[config.mk]
export PLATFORM = sky130hd
export DESIGN_NAME = tracebuf_writer
export DESIGN_NICKNAME = d
export VERILOG_FILES = /design/src/rtl/tbw_pkg.sv /design/src/rtl/tbw_ctrl_regs.sv /design/src/rtl/tbw_ptr.sv /design/src/rtl/tbw_wport.sv /design/src/rtl/tbw_sram_gate.sv /design/src/rtl/tracebuf_writer.sv
export SDC_FILE = /design/constraint.sdc
export NUM_CORES = 1
export LEC_CHECK = 0
export CORE_ASPECT_RATIO = 1.75
export CORE_MARGIN = 10
export CORE_UTILIZATION = 40
export CTS_CLUSTER_DIAMETER = 40
export CTS_CLUSTER_SIZE = 12
export DETAILED_ROUTE_END_ITERATION = 10
export GPL_ROUTABILITY_DRIVEN = 1
export HOLD_SLACK_MARGIN = 0.12
export PLACE_DENSITY_LB_ADDON = 0.1
export SLEW_MARGIN = 20
export SYNTH_ARGS = -nofsm -noshare
export SYNTH_HDL_FRONTEND = slang
export SYNTH_SLANG_ARGS = --single-unit
[constraint.sdc]
create_clock -name clk -period 3.7 [get_ports clk]
set_input_delay 0.74 -clock clk [delete_from_list [all_inputs] [get_ports clk]]
set_output_delay 0.74 -clock clk [all_outputs]
set_load 0.005 [all_outputs]
[src/rtl/tbw_pkg.sv]
// Shared types and constants for the circular trace buffer writer.
// Assumes a 32-bit register bus and 8-byte packets.
package tbw_pkg;
    localparam int REG_W      = 32;
    localparam int MASK_W     = 5;
    localparam int PKT_SHIFT  = 3;   // log2 of the packet size in bytes
    localparam int PRIV_BIT   = 1;   // protection bit marking privileged access

    localparam int B_START_EN = 5;
    localparam int B_STOP_EN  = 6;
    localparam int B_WLOCK    = 7;
    localparam int B_RLOCK    = 8;
    localparam int B_HALT     = 9;
    localparam int B_EN       = 31;

    typedef struct packed {
        logic              en;
        logic              halt;
        logic              rlock;
        logic              wlock;
        logic              stop_en;
        logic              start_en;
        logic [MASK_W-1:0] mask;
    } ctrl_t;

    // Places the control fields at their register bit positions.
    function automatic logic [REG_W-1:0] ctrl_pack(ctrl_t c);
        logic [REG_W-1:0] w;
        w               = '0;
        w[MASK_W-1:0]   = c.mask;
        w[B_START_EN]   = c.start_en;
        w[B_STOP_EN]    = c.stop_en;
        w[B_WLOCK]      = c.wlock;
        w[B_RLOCK]      = c.rlock;
        w[B_HALT]       = c.halt;
        w[B_EN]         = c.en;
        return w;
    endfunction
endpackage

[src/rtl/tbw_ctrl_regs.sv]
// Control word storage and trace enable sequencing.
// Assumes the write strobe is already privilege-qualified. A stop trigger
// seen during an outstanding packet write is held until that write is done.
module tbw_ctrl_regs
    import tbw_pkg::*;
(
    input  logic  clk,
    input  logic  rst_n,
    input  logic  wr_ctrl,
    input  ctrl_t wr_fields,
    input  logic  trig_start,
    input  logic  trig_stop,
    input  logic  busy,
    input  logic  done,
    output ctrl_t ctrl,
    output logic  accept_ok
);
    logic stop_pend, start_hit, stop_now, stop_apply, en_next;

    // Decide the next enable: software write, then start, then stop (stop wins).
    always_comb begin
        start_hit  = ctrl.start_en & trig_start;
        stop_now   = (ctrl.stop_en & trig_stop) | stop_pend;
        stop_apply = stop_now & (~busy | done);
        en_next    = wr_ctrl ? wr_fields.en : ctrl.en;
        if (start_hit)  en_next = 1'b1;
        if (stop_apply) en_next = 1'b0;
        accept_ok  = ctrl.en & ~stop_now;
    end

    // Register the control fields and the deferred stop.
    always_ff @(posedge clk) begin
        if (!rst_n) begin
            ctrl       <= '0;
            ctrl.wlock <= 1'b1;
            stop_pend  <= 1'b0;
        end else begin
            if (wr_ctrl) ctrl <= wr_fields;
            ctrl.en   <= en_next;
            stop_pend <= stop_now & ~stop_apply;
        end
    end
endmodule

[src/rtl/tbw_ptr.sv]
// Write pointer and sticky wrap flag with a run-time power-of-two wrap point.
// Assumes the pointer counts packets; only bits at and below the clamped
// mask take part in the increment, higher bits hold the buffer base.
module tbw_ptr
    import tbw_pkg::*;
#(
    parameter int AW = 16
) (
    input  logic                  clk,
    input  logic                  rst_n,
    input  logic [MASK_W-1:0]     mask,
    input  logic                  wr_pos,
    input  logic [AW-1:2]         wdata,
    input  logic                  advance,
    output logic [AW-PKT_SHIFT-1:0] ptr,
    output logic                  wrap
);
    localparam int PW   = AW - PKT_SHIFT;
    localparam int MMAX = AW - 4;

    logic [MASK_W-1:0] mask_eff;
    logic [PW-1:0]     low_mask, ptr_next;
    logic              at_end;

    // Clamp the mask to the widest legal value.
    always_comb mask_eff = (mask > MASK_W'(MMAX)) ? MASK_W'(MMAX) : mask;

    // One mask bit per pointer bit: set when that bit lies inside the buffer.
    for (genvar g = 0; g < PW; g++) begin : g_low
        assign low_mask[g] = (MASK_W'(g) <= mask_eff);
    end

    // Compute the stepped pointer, clearing only the in-buffer bits on wrap.
    always_comb begin
        at_end   = ((ptr & low_mask) == low_mask);
        ptr_next = at_end ? (ptr & ~low_mask) : (ptr + 1'b1);
    end

    // Load from software or step after a completed packet write.
    always_ff @(posedge clk) begin
        if (!rst_n) begin
            ptr  <= '0;
            wrap <= 1'b0;
        end else if (wr_pos) begin
            ptr  <= wdata[AW-1:PKT_SHIFT];
            wrap <= wdata[2];
        end else if (advance) begin
            ptr <= ptr_next;
            if (at_end) wrap <= 1'b1;
        end
    end
endmodule

[src/rtl/tbw_wport.sv]
// Packet write port: captures one packet and its address, holds the SRAM
// write request until acknowledged. Assumes one write outstanding at a time.
module tbw_wport
    import tbw_pkg::*;
#(
    parameter int AW = 16,
    parameter int DW = 64
) (
    input  logic                    clk,
    input  logic                    rst_n,
    input  logic                    accept_ok,
    input  logic                    pkt_valid,
    input  logic [DW-1:0]           pkt_data,
    input  logic [AW-PKT_SHIFT-1:0] ptr,
    input  logic                    mem_ack,
    output logic                    pkt_ready,
    output logic                    mem_we,
    output logic [AW-1:0]           mem_addr,
    output logic [DW-1:0]           mem_wdata,
    output logic                    busy,
    output logic                    done
);
    // Handshake terms toward the packet source and the pointer.
    always_comb begin
        pkt_ready = accept_ok & ~busy;
        done      = busy & mem_ack;
        mem_we    = busy;
    end

    // Capture on accept, release on acknowledge.
    always_ff @(posedge clk) begin
        if (!rst_n) begin
            busy      <= 1'b0;
            mem_addr  <= '0;
            mem_wdata <= '0;
        end else if (pkt_valid && pkt_ready) begin
            busy      <= 1'b1;
            mem_addr  <= {ptr, {PKT_SHIFT{1'b0}}};
            mem_wdata <= pkt_data;
        end else if (done) begin
            busy <= 1'b0;
        end
    end
endmodule

[src/rtl/tbw_sram_gate.sv]
// Filters bus accesses to the trace SRAM: with the lock set, user-mode
// accesses are blocked and read back as zero. Purely combinational.
module tbw_sram_gate
    import tbw_pkg::*;
(
    input  logic             rlock,
    input  logic             sb_sel,
    input  logic             sb_wr,
    input  logic             sb_priv,
    input  logic [REG_W-1:0] sb_mem_rdata,
    output logic             sb_mem_en,
    output logic             sb_mem_we,
    output logic [REG_W-1:0] sb_rdata
);
    logic allow;

    // Pass privileged accesses always, user accesses only when unlocked.
    always_comb begin
        allow     = ~rlock | sb_priv;
        sb_mem_en = sb_sel & allow;
        sb_mem_we = sb_sel & sb_wr & allow;
        sb_rdata  = allow ? sb_mem_rdata : '0;
    end
endmodule

[src/rtl/tracebuf_writer.sv]
// Circular trace buffer write controller: register access with write lock,
// pointer and wrap logic, trigger sequencing, SRAM access filter and halt
// request. Assumes register reads are combinational on reg_addr.
module tracebuf_writer
    import tbw_pkg::*;
#(
    parameter int AW = 16,
    parameter int DW = 64
) (
    input  logic             clk,
    input  logic             rst_n,
    input  logic             reg_sel,
    input  logic             reg_wr,
    input  logic             reg_addr,
    input  logic [3:0]       reg_prot,
    input  logic [REG_W-1:0] reg_wdata,
    output logic [REG_W-1:0] reg_rdata,
    input  logic             trig_start,
    input  logic             trig_stop,
    input  logic             dbg_en,
    output logic             halt_req,
    input  logic             pkt_valid,
    input  logic [DW-1:0]    pkt_data,
    output logic             pkt_ready,
    output logic             mem_we,
    output logic [AW-1:0]    mem_addr,
    output logic [DW-1:0]    mem_wdata,
    input  logic             mem_ack,
    input  logic             sb_sel,
    input  logic             sb_wr,
    input  logic [3:0]       sb_prot,
    input  logic [REG_W-1:0] sb_mem_rdata,
    output logic             sb_mem_en,
    output logic             sb_mem_we,
    output logic [REG_W-1:0] sb_rdata
);
    localparam int PW = AW - PKT_SHIFT;

    ctrl_t            ctrl, wr_fields;
    logic [REG_W-1:0] ctrl_word, pos_word;
    logic [PW-1:0]    pos_ptr;
    logic             pos_wrap, wr_ok, wr_ctrl, wr_pos;
    logic             accept_ok, busy, done;
    logic             unused_bits;

    // Qualify register writes by the lock and the privilege attribute.
    always_comb begin
        wr_ok   = reg_sel & reg_wr & (~ctrl.wlock | reg_prot[PRIV_BIT]);
        wr_ctrl = wr_ok & ~reg_addr;
        wr_pos  = wr_ok & reg_addr;
    end

    // Pick the control fields out of the write data.
    always_comb begin
        wr_fields.mask     = reg_wdata[MASK_W-1:0];
        wr_fields.start_en = reg_wdata[B_START_EN];
        wr_fields.stop_en  = reg_wdata[B_STOP_EN];
        wr_fields.wlock    = reg_wdata[B_WLOCK];
        wr_fields.rlock    = reg_wdata[B_RLOCK];
        wr_fields.halt     = reg_wdata[B_HALT];
        wr_fields.en       = reg_wdata[B_EN];
    end

    // Read mux for the two register words.
    always_comb begin
        ctrl_word            = ctrl_pack(ctrl);
        pos_word             = '0;
        pos_word[AW-1:0]     = {pos_ptr, pos_wrap, 2'b00};
        reg_rdata            = reg_addr ? pos_word : ctrl_word;
        halt_req             = ctrl.halt & dbg_en;
    end

    assign unused_bits = ^{reg_wdata[B_EN-1:B_HALT+1], reg_wdata[1:0],
                           reg_wdata[REG_W-1:AW], reg_prot[3:2], reg_prot[0],
                           sb_prot[3:2], sb_prot[0]};

    tbw_ctrl_regs u_ctrl (
        .clk        (clk),
        .rst_n      (rst_n),
        .wr_ctrl    (wr_ctrl),
        .wr_fields  (wr_fields),
        .trig_start (trig_start),
        .trig_stop  (trig_stop),
        .busy       (busy),
        .done       (done),
        .ctrl       (ctrl),
        .accept_ok  (accept_ok)
    );

    tbw_ptr #(.AW(AW)) u_ptr (
        .clk     (clk),
        .rst_n   (rst_n),
        .mask    (ctrl.mask),
        .wr_pos  (wr_pos),
        .wdata   (reg_wdata[AW-1:2]),
        .advance (done),
        .ptr     (pos_ptr),
        .wrap    (pos_wrap)
    );

    tbw_wport #(.AW(AW), .DW(DW)) u_wport (
        .clk       (clk),
        .rst_n     (rst_n),
        .accept_ok (accept_ok),
        .pkt_valid (pkt_valid),
        .pkt_data  (pkt_data),
        .ptr       (pos_ptr),
        .mem_ack   (mem_ack),
        .pkt_ready (pkt_ready),
        .mem_we    (mem_we),
        .mem_addr  (mem_addr),
        .mem_wdata (mem_wdata),
        .busy      (busy),
        .done      (done)
    );

    tbw_sram_gate u_gate (
        .rlock        (ctrl.rlock),
        .sb_sel       (sb_sel),
        .sb_wr        (sb_wr),
        .sb_priv      (sb_prot[PRIV_BIT]),
        .sb_mem_rdata (sb_mem_rdata),
        .sb_mem_en    (sb_mem_en),
        .sb_mem_we    (sb_mem_we),
        .sb_rdata     (sb_rdata)
    );
endmodule

# == Word level (Yosys, flattened, before mapping) ==
# Cells that the tools add are included.
# word_totals
word_cells,78
in_bits,148
out_inout_bits,149
ff_bits,104
# op_classes
add_sub_neg,1
n_reduce_logical,7
bitwise_logic,29
eq_ne,1
mux,13
order_cmp,14
# ops
cell,count
$mux W32,2
$mux W13,3
$and A13 B13 Y13,2
$le A4 B5 Y1 const A,5
$le A3 B5 Y1 const A,4
$and A1 B1 Y1,15
$add A13 B1 Y13 const B,1
$eq A13 B13 Y1,1
$not A13 Y13,1
$le A1 B5 Y1 const A,2
$le A2 B5 Y1 const A,2
$reduce_bool A2 Y1,4
$mux W1,7
$not A1 Y1,7
$gt A5 B4 Y1 const B,1
$mux W5,1
$or A1 B1 Y1,4
$reduce_and A2 Y1,1
$reduce_or A2 Y1,1
$logic_and A1 B1 Y1,1

# == Longest topological paths before layout ==
# Gate-level depths: netlist of run 1.
# depth
depth_word,8
depth_mapped,10
depth_no_buf,6

# == Modules after synthesis ==
# Synthesis of run 1 repeated with hierarchy kept, for this count alone.
# unflattened
cells_unflattened,629
area_unflattened_um2,5451.5
# modules_own_cells
module,seq_area_each_um2,cells_each,area_per_inst_um2,instances
tbw_wport,1561.5,345,3128.0,1
tbw_ptr,280.3,163,1191.1,1
tbw_ctrl_regs,240.2,41,467.9,1
tracebuf_writer,0.0,42,349.1,1
tbw_sram_gate,0.0,38,315.3,1

# == Worst setup path after synthesis of run 1 ==
# No wires, ideal clock.
# synth_timing
path_type,input to output
start,input port reg_addr
end,output port reg_rdata[10]
required_time_ps,2960
t_arrival_ps,1445
stages,3
path_slack_ps,1515
n_path_buf,2
path_cell_list,clkbuf_1 -> clkbuf_1 -> and2_1
# synth_via
elab_chain_cells,1
# synth_lines
item,line_no,source
start: declaration,tracebuf_writer.sv:14,"input logic reg_addr,"
$mux W32,tracebuf_writer.sv:69,reg_rdata = reg_addr ? pos_word : ctrl_word;
end: declaration,tracebuf_writer.sv:17,"output logic [REG_W-1:0] reg_rdata,"
# No other way between the ends.

# == Final worst setup path of run 1 ==
# layout_timing
start,input port trig_stop
end,output port pkt_ready
# layout_via
elab_chain_cells,5
# layout_lines
item,line_no,source
start: declaration,tracebuf_writer.sv:19,"input logic trig_stop,"
$and A1 B1 Y1,tbw_ctrl_regs.sv:23,stop_now = (ctrl.stop_en & trig_stop) | stop_pend;
$or A1 B1 Y1,tbw_ctrl_regs.sv:23,
$not A1 Y1,tbw_ctrl_regs.sv:28,accept_ok = ctrl.en & ~stop_now;
$and A1 B1 Y1,tbw_ctrl_regs.sv:28,
$and A1 B1 Y1,tbw_wport.sv:25,pkt_ready = accept_ok & ~busy;
end: declaration,tracebuf_writer.sv:24,"output logic pkt_ready,"
# No other way between the ends.

==> results.toml, run 1 <==
[outcome]
status = "finished, final reports clean"

[sta]
setup_tns_ps = 0
fin_crit_sh = 0.832
period_needed_ps = 3080
maxSlewHeadroom = 0.475
slew_violations = 0
final_hold_viol_count = 0
setup_viol = 0
hold_slack_ps = 454
rsz0062_at_grt = "no"
worst_clock_skew_ps = 8.29
fmax_ghz = 0.325
max_slew.worst_pin.slew_ps = 787

[routing]
vias_per_cell = 5.03
first_pass_iters = 4
via_count = 5303
drt-wirelength-per-cell_um = 18.2
routed_wl_um = 19200
drtIter0Drc = 205
ant_nets = 0
drcViolationCount = 0

[clock_network]
clockRootBuffer = "clkbuf_16"
cts_tree = "yes"
numCtsBuffers = 9
cts.sinks = 104
htreeDepth = 3
clkTransAtPathRegs_ps = 80
clk-insertion-delay-late_ps = 350
cts_setup_buffers = 0
cts_buffer_depth = 2
holdBufCountCts = 0
cts_resized = 0

[layout]
multiInputGateArea_um2 = 2590
regArea_um2 = 2080
final_nets = 1030
fillerInstances = 1133
drive_above_1_share = 0.0609
area_delta_synth_final_pct = 57.9

[floorplanning]
die_x_um = 104
die_area_um2 = 17500
io-pin-count = 297
rows = 54
design.core.area_um2 = 12400
die_height_um = 168
initial_core_util = 0.404

[synthesis]
syn_avg_cell_area_um2 = 7.64
synth_edf_count = 0
muxShareOfSynthArea = 0.0521
yosys_warnings = 0
synth_simple_gate_area_frac = 0.282
seq_area_frac_synth = 0.417
synthTopCellsByArea = "dfxtp_1, nand2_1, a21oi_1"
synth_fa_ha_area_frac = 0.00251
post_synth_inst_count = 654
synth_top_cell_by_area = "dfxtp_1"
ys_seq_elements = 104
synth_top_area_share = 0.417
synth_cell_type_count = 56
synth_xor_area_frac = 0.0105
synth-compound-area-share = 0.157
synthFlopType = "dfxtp_1"
async_flop_share = 0
synth_top_family_by_area = "simple AND/OR/NAND/NOR gates"
syn_area_um2 = 4990

[global_route]
grt_max_degree = 78
grt_pass1_wl_um = 29800
track_usage = 0.212
overflow = 0
grt_pass1_vias = 5383
grt_antenna_before_repair = 1

[power_and_ir_drop]
power.switching_uw = 610
seq_power_share = 0.474
ir_drop_mv = 0.319
pwr-share-comb = 0.146
p_clk_frac = 0.380
leakage_uw = 0.00281
powerDensity_nw_per_um2 = 313
power.total_uw = 2460
intPower_uw = 1850
switching_share = 0.248

[place]
dp_hpwl_um = 15000
portBuffers = 257
place.gp.congestion = 0.948

[setup_path]
cp-start-kind = "primary input"
timing.rr.start = "u_ptr.ptr[4]"
cp_data_arrival_time_ps = 2340
end_kind = "output pin"
cp.required_ps = 2960
path_max_fanout = 3
path_class = "in2out"
cp-startpoint = "trig_stop"

[flow_run]
max_cap_viol_count = 0

[min_path]
hp-class = "reg2reg"
worstHoldStart = "u_wport.mem_wdata[9]"
metal layers:
| metal | part of all wire | track usage |
|---|---|---|
| met3 | 0.10 | 0.100 |
| met2 | 0.52 | 0.382 |
| met1 | 0.35 | 0.199 |
| met4 | 0.034 | 0.0881 |
| met5 | 0 | 0 |
registers in the layout (all words and copies together), names as in the netlist:
name,count
u_ctrl.ctrl,11
u_ctrl.stop_pend,1
u_ptr.ptr,13
u_ptr.wrap,1
u_wport.busy,1
u_wport.mem_addr,13
u_wport.mem_wdata,64
worst max-delay path: stages:
cell,delay (ps)
clkdlybuf4s50_1,420
a21o_1,190
nor3b_1,390
clkdlybuf4s50_1,600
layout by cell type, fill, tap and decap left out, drive strengths merged, types with 13 or more instances in the layout:
cell	instances
a21oi	96
and2	42
buf	15
clkdlybuf4s50	257
conb	18
dfxtp	104
mux2i	14
nand2	177
nand3	18
nor2	25
o21ai	13
through the flow:
stage / setup slack [ps] / cell area [um^2] / instances / utilization
2_1_floorplan: 1520 / 5060 / 671 / -
3_3_place_gp: 650 / 7590 / 1038 / 0.614
3_5_place_dp: 639 / 7590 / 1038 / 0.614
4_1_cts: 621 / 7880 / 1054 / 0.638
5_1_grt: 486 / 7890 / 1055 / 0.638
6_report: 622 / 7890 / 1055 / 0.638
cell families after synthesis:
kind of cell	Yosys count
AOI/OAI and AO/OA	137
xor gates and xnor gates	6
adders and majority gates	1
buffers and inverters	77
DFF	104
muxes	24
other	1
and+or+nand+nor	304
layout make-up:
class / instances / share of cell area
multi-input combinational: 490 / 0.328
antenna: 1 / 0.000317
tap: 168 / 0.0267
clock inverter: 6 / 0.00651
clock buffer: 10 / 0.0303
sequential: 104 / 0.264
inverter: 4 / 0.00190
timing repair buffer: 272 / 0.342
synth_stat cells, drive strengths merged, types with 2 or more instances:
cell and count:
nor3 10, nor4 2, o2111ai 2, dfxtp 104
a21oi 96, mux2i 14, nand4 6, xnor2 6
a31oi 6, o22ai 3, a211oi 2, nand3 18
clkbuf 36, nor2b 4, o211ai 2, o2bb2ai 2
nor2 25, a21o 2, mux2 10, and2 42
o21ai 13, inv 3, nand2b 4, and3 5
nand3b 2, and4 2, or2 2, buf 37
nand2 177
power by group through the flow:
stage          sequential (uW)  clock (uW)  combinational (uW)
2_1_floorplan             1170           0                 148
3_3_place_gp              1190           0                 358
3_5_place_dp              1190           0                 362
4_1_cts                   1170         965                 364
5_1_grt                   1170        1000                 392
6_report                  1170         935                 361
worst paths after layout:
| kind | to | slack (ps) | depth (start not counted) |
|---|---|---|---|
| max reg2reg | u_ptr.ptr[10] | 960 | 6 |
| max | pkt_ready | 620 | 4 |
| min reg2reg | u_wport.mem_wdata[9] | 450 | 2 |
| min | u_wport.mem_wdata[9] | 450 | 2 |
Note: power is estimated with default switching activity, not from simulation.
==> run 2, diff against run 1 <==
--- a/config.mk
+++ b/config.mk
@@ -7,7 +7,7 @@
 export LEC_CHECK = 0
 export CORE_ASPECT_RATIO = 1.75
 export CORE_MARGIN = 10
-export CORE_UTILIZATION = 40
+export CORE_UTILIZATION = 38
 export CTS_CLUSTER_DIAMETER = 40
 export CTS_CLUSTER_SIZE = 12
 export DETAILED_ROUTE_END_ITERATION = 10
==> constraint.sdc (replaced) <==
create_clock -name clk -period 3.2 [get_ports clk]
set_input_delay 0.64 -clock clk [delete_from_list [all_inputs] [get_ports clk]]
set_output_delay 0.64 -clock clk [all_outputs]
set_load 0.005 [all_outputs]
==> results.toml, run 2 (same netlist as run 1, synthesis figures left out) <==
[min_path]
worstHoldEndpoint = "u_wport.mem_wdata[55]"
hp-class = "reg2reg"
worstHoldStart = "u_wport.mem_wdata[55]"
hold_depth = 2

[power_and_ir_drop]
intPower_uw = 2120
seq_power_share = 0.477
pwr-share-comb = 0.153
p_clk_frac = 0.370
powerDensity_nw_per_um2 = 357
power.switching_uw = 695
leakage_uw = 0.00280
switching_share = 0.247
ir_drop_mv = 0.295

[floorplanning]
io-pin-count = 297
die_x_um = 107
rows = 55
die_area_um2 = 18300
design.core.area_um2 = 12900
initial_core_util = 0.386
die_height_um = 172

[global_route]
overflow = 0
grt_max_degree = 56
track_usage = 0.211
grt_antenna_before_repair = 0
grt_pass1_wl_um = 30700
grt_pass1_vias = 5381

[routing]
drtIter0Drc = 217
top_layer = "met4"
route.met3.wl_um = 1790
drt-wirelength-per-cell_um = 18.9
vias_per_cell = 5.03
drcViolationCount = 0
via_count = 5334
routed-wl-met2_um = 11000
routed_wl_um = 20100
first_pass_iters = 5
wl_met1_um = 6820
ant_nets = 0

[sta]
slew_violations = 0
period_needed_ps = 2900
fmax_ghz = 0.344
maxSlewHeadroom = 0.551
worst_clock_skew_ps = 8.79
fin_crit_sh = 0.907
final_hold_viol_count = 0
setup_viol = 0
max_slew.worst_pin.slew_ps = 672
setup_tns_ps = 0
rsz0062_at_grt = "no"

[setup_path]
cpMaxStageDelayCell = "clkdlybuf4s50_1"
path_max_fanout = 3
timing.rr.start = "u_ptr.ptr[8]"
cp-startpoint = "trig_stop"
crit_chain = "clkdlybuf4s50_1, a21o_1, nor3b_1, clkdlybuf4s50_1"
cp-start-kind = "primary input"
r2r-end = "u_ptr.ptr[9]"
reg2reg_depth = 7
path_class = "in2out"
r2r_slack_ps = 800
cp.required_ps = 2560
end_kind = "output pin"
cp_data_arrival_time_ps = 2260
critPathMaxStageDelay_ps = 610
path_common_cell = "clkdlybuf4s50_1"

[clock_network]
cts_tree = "yes"
htreeDepth = 3
cts_setup_buffers = 0
holdBufCountCts = 0
cts.sinks = 104
numCtsBuffers = 9
clockRootBuffer = "clkbuf_16"
cts_resized = 0
cts_buffer_depth = 2
clkTransAtPathRegs_ps = 70
clk-insertion-delay-late_ps = 350

[layout]
top_register = "u_wport.mem_wdata"
final_common_cell = "clkdlybuf4s50_1"
largest_reg_flops = 64
fillerInstances = 1208
area_delta_synth_final_pct = 58.1
drive_above_1_share = 0.0619
antennaDiodeCount = 0
largestRegisters = "u_wport.mem_wdata x64, u_ptr.ptr x13, u_wport.mem_addr x13"
final_nets = 1033
final_cell_mix = "clkdlybuf4s50_1, nand2_1, dfxtp_1, a21oi_1, and2_1"
utilization = 0.610

[place]
portBuffers = 257
dp_hpwl_um = 15700
place.gp.congestion = 0.921

[flow_run]
max_cap_viol_count = 0

[outcome]
status = "finished, final reports clean"
[run 2: cell type report]
type	instances	area, um^2	area share
clock buffers	11	233	0.0295
inverters	4	15.0	0.00190
flip-flops and latches	104	2080	0.264
clock inverters	5	41.3	0.00523
multi-input cells	490	2590	0.328
repair buffers	275	2720	0.345
well taps	171	214	0.0271
[run 2: critical path, delay by kind of cell]
family / cells / cell delay, ps
compound gates: 1 / 200
simple gates: 1 / 390
buf+inv: 2 / 1030
[run 2: worst max-delay path by stage]
stage | end | slack [ps]
global placement | reg_rdata[6] | 320
global route | pkt_ready | 170
floorplan | u_wport.mem_addr[5] | 1180
CTS | pkt_ready | 280
detailed placement | pkt_ready | 300
finish | pkt_ready | 300
[run 2: through the flow]
step	setup WS, ps	hold WS, ps	total power [uW]	instance area, um^2	std cells
2_1_floorplan	1180	440	1530	5060	671
3_3_place_gp	320	442	1800	7620	1044
3_5_place_dp	304	446	1800	7620	1044
4_1_cts	282	456	2840	7890	1060
5_1_grt	168	474	2930	7890	1060
6_report	297	454	2810	7890	1060
[run 2: power groups by stage]
stage	Sequential, uW	Combinational, uW	Clock, uW
floorplan	1360	171	0
global placement	1370	424	0
detailed placement	1370	430	0
CTS	1340	433	1070
global route	1350	465	1120
finish	1340	430	1040
[run 2: layer usage]
layer  track usage  vias to the layer above
li1              -                     2603
met4        0.0721                        0
met3        0.0783                       27
met2         0.383                      215
met5             0                        -
met1         0.216                     2489
==> run 3, diff against run 2 <==
--- a/config.mk
+++ b/config.mk
@@ -14,6 +14,7 @@
 export GPL_ROUTABILITY_DRIVEN = 1
 export HOLD_SLACK_MARGIN = 0.12
 export PLACE_DENSITY_LB_ADDON = 0.1
+export SKIP_LAST_GASP = 1
 export SLEW_MARGIN = 20
 export SYNTH_ARGS = -nofsm -noshare
 export SYNTH_HDL_FRONTEND = slang
==> results of run 3 <==
The final DEF is identical to that of run 2; final timing and power are the same.
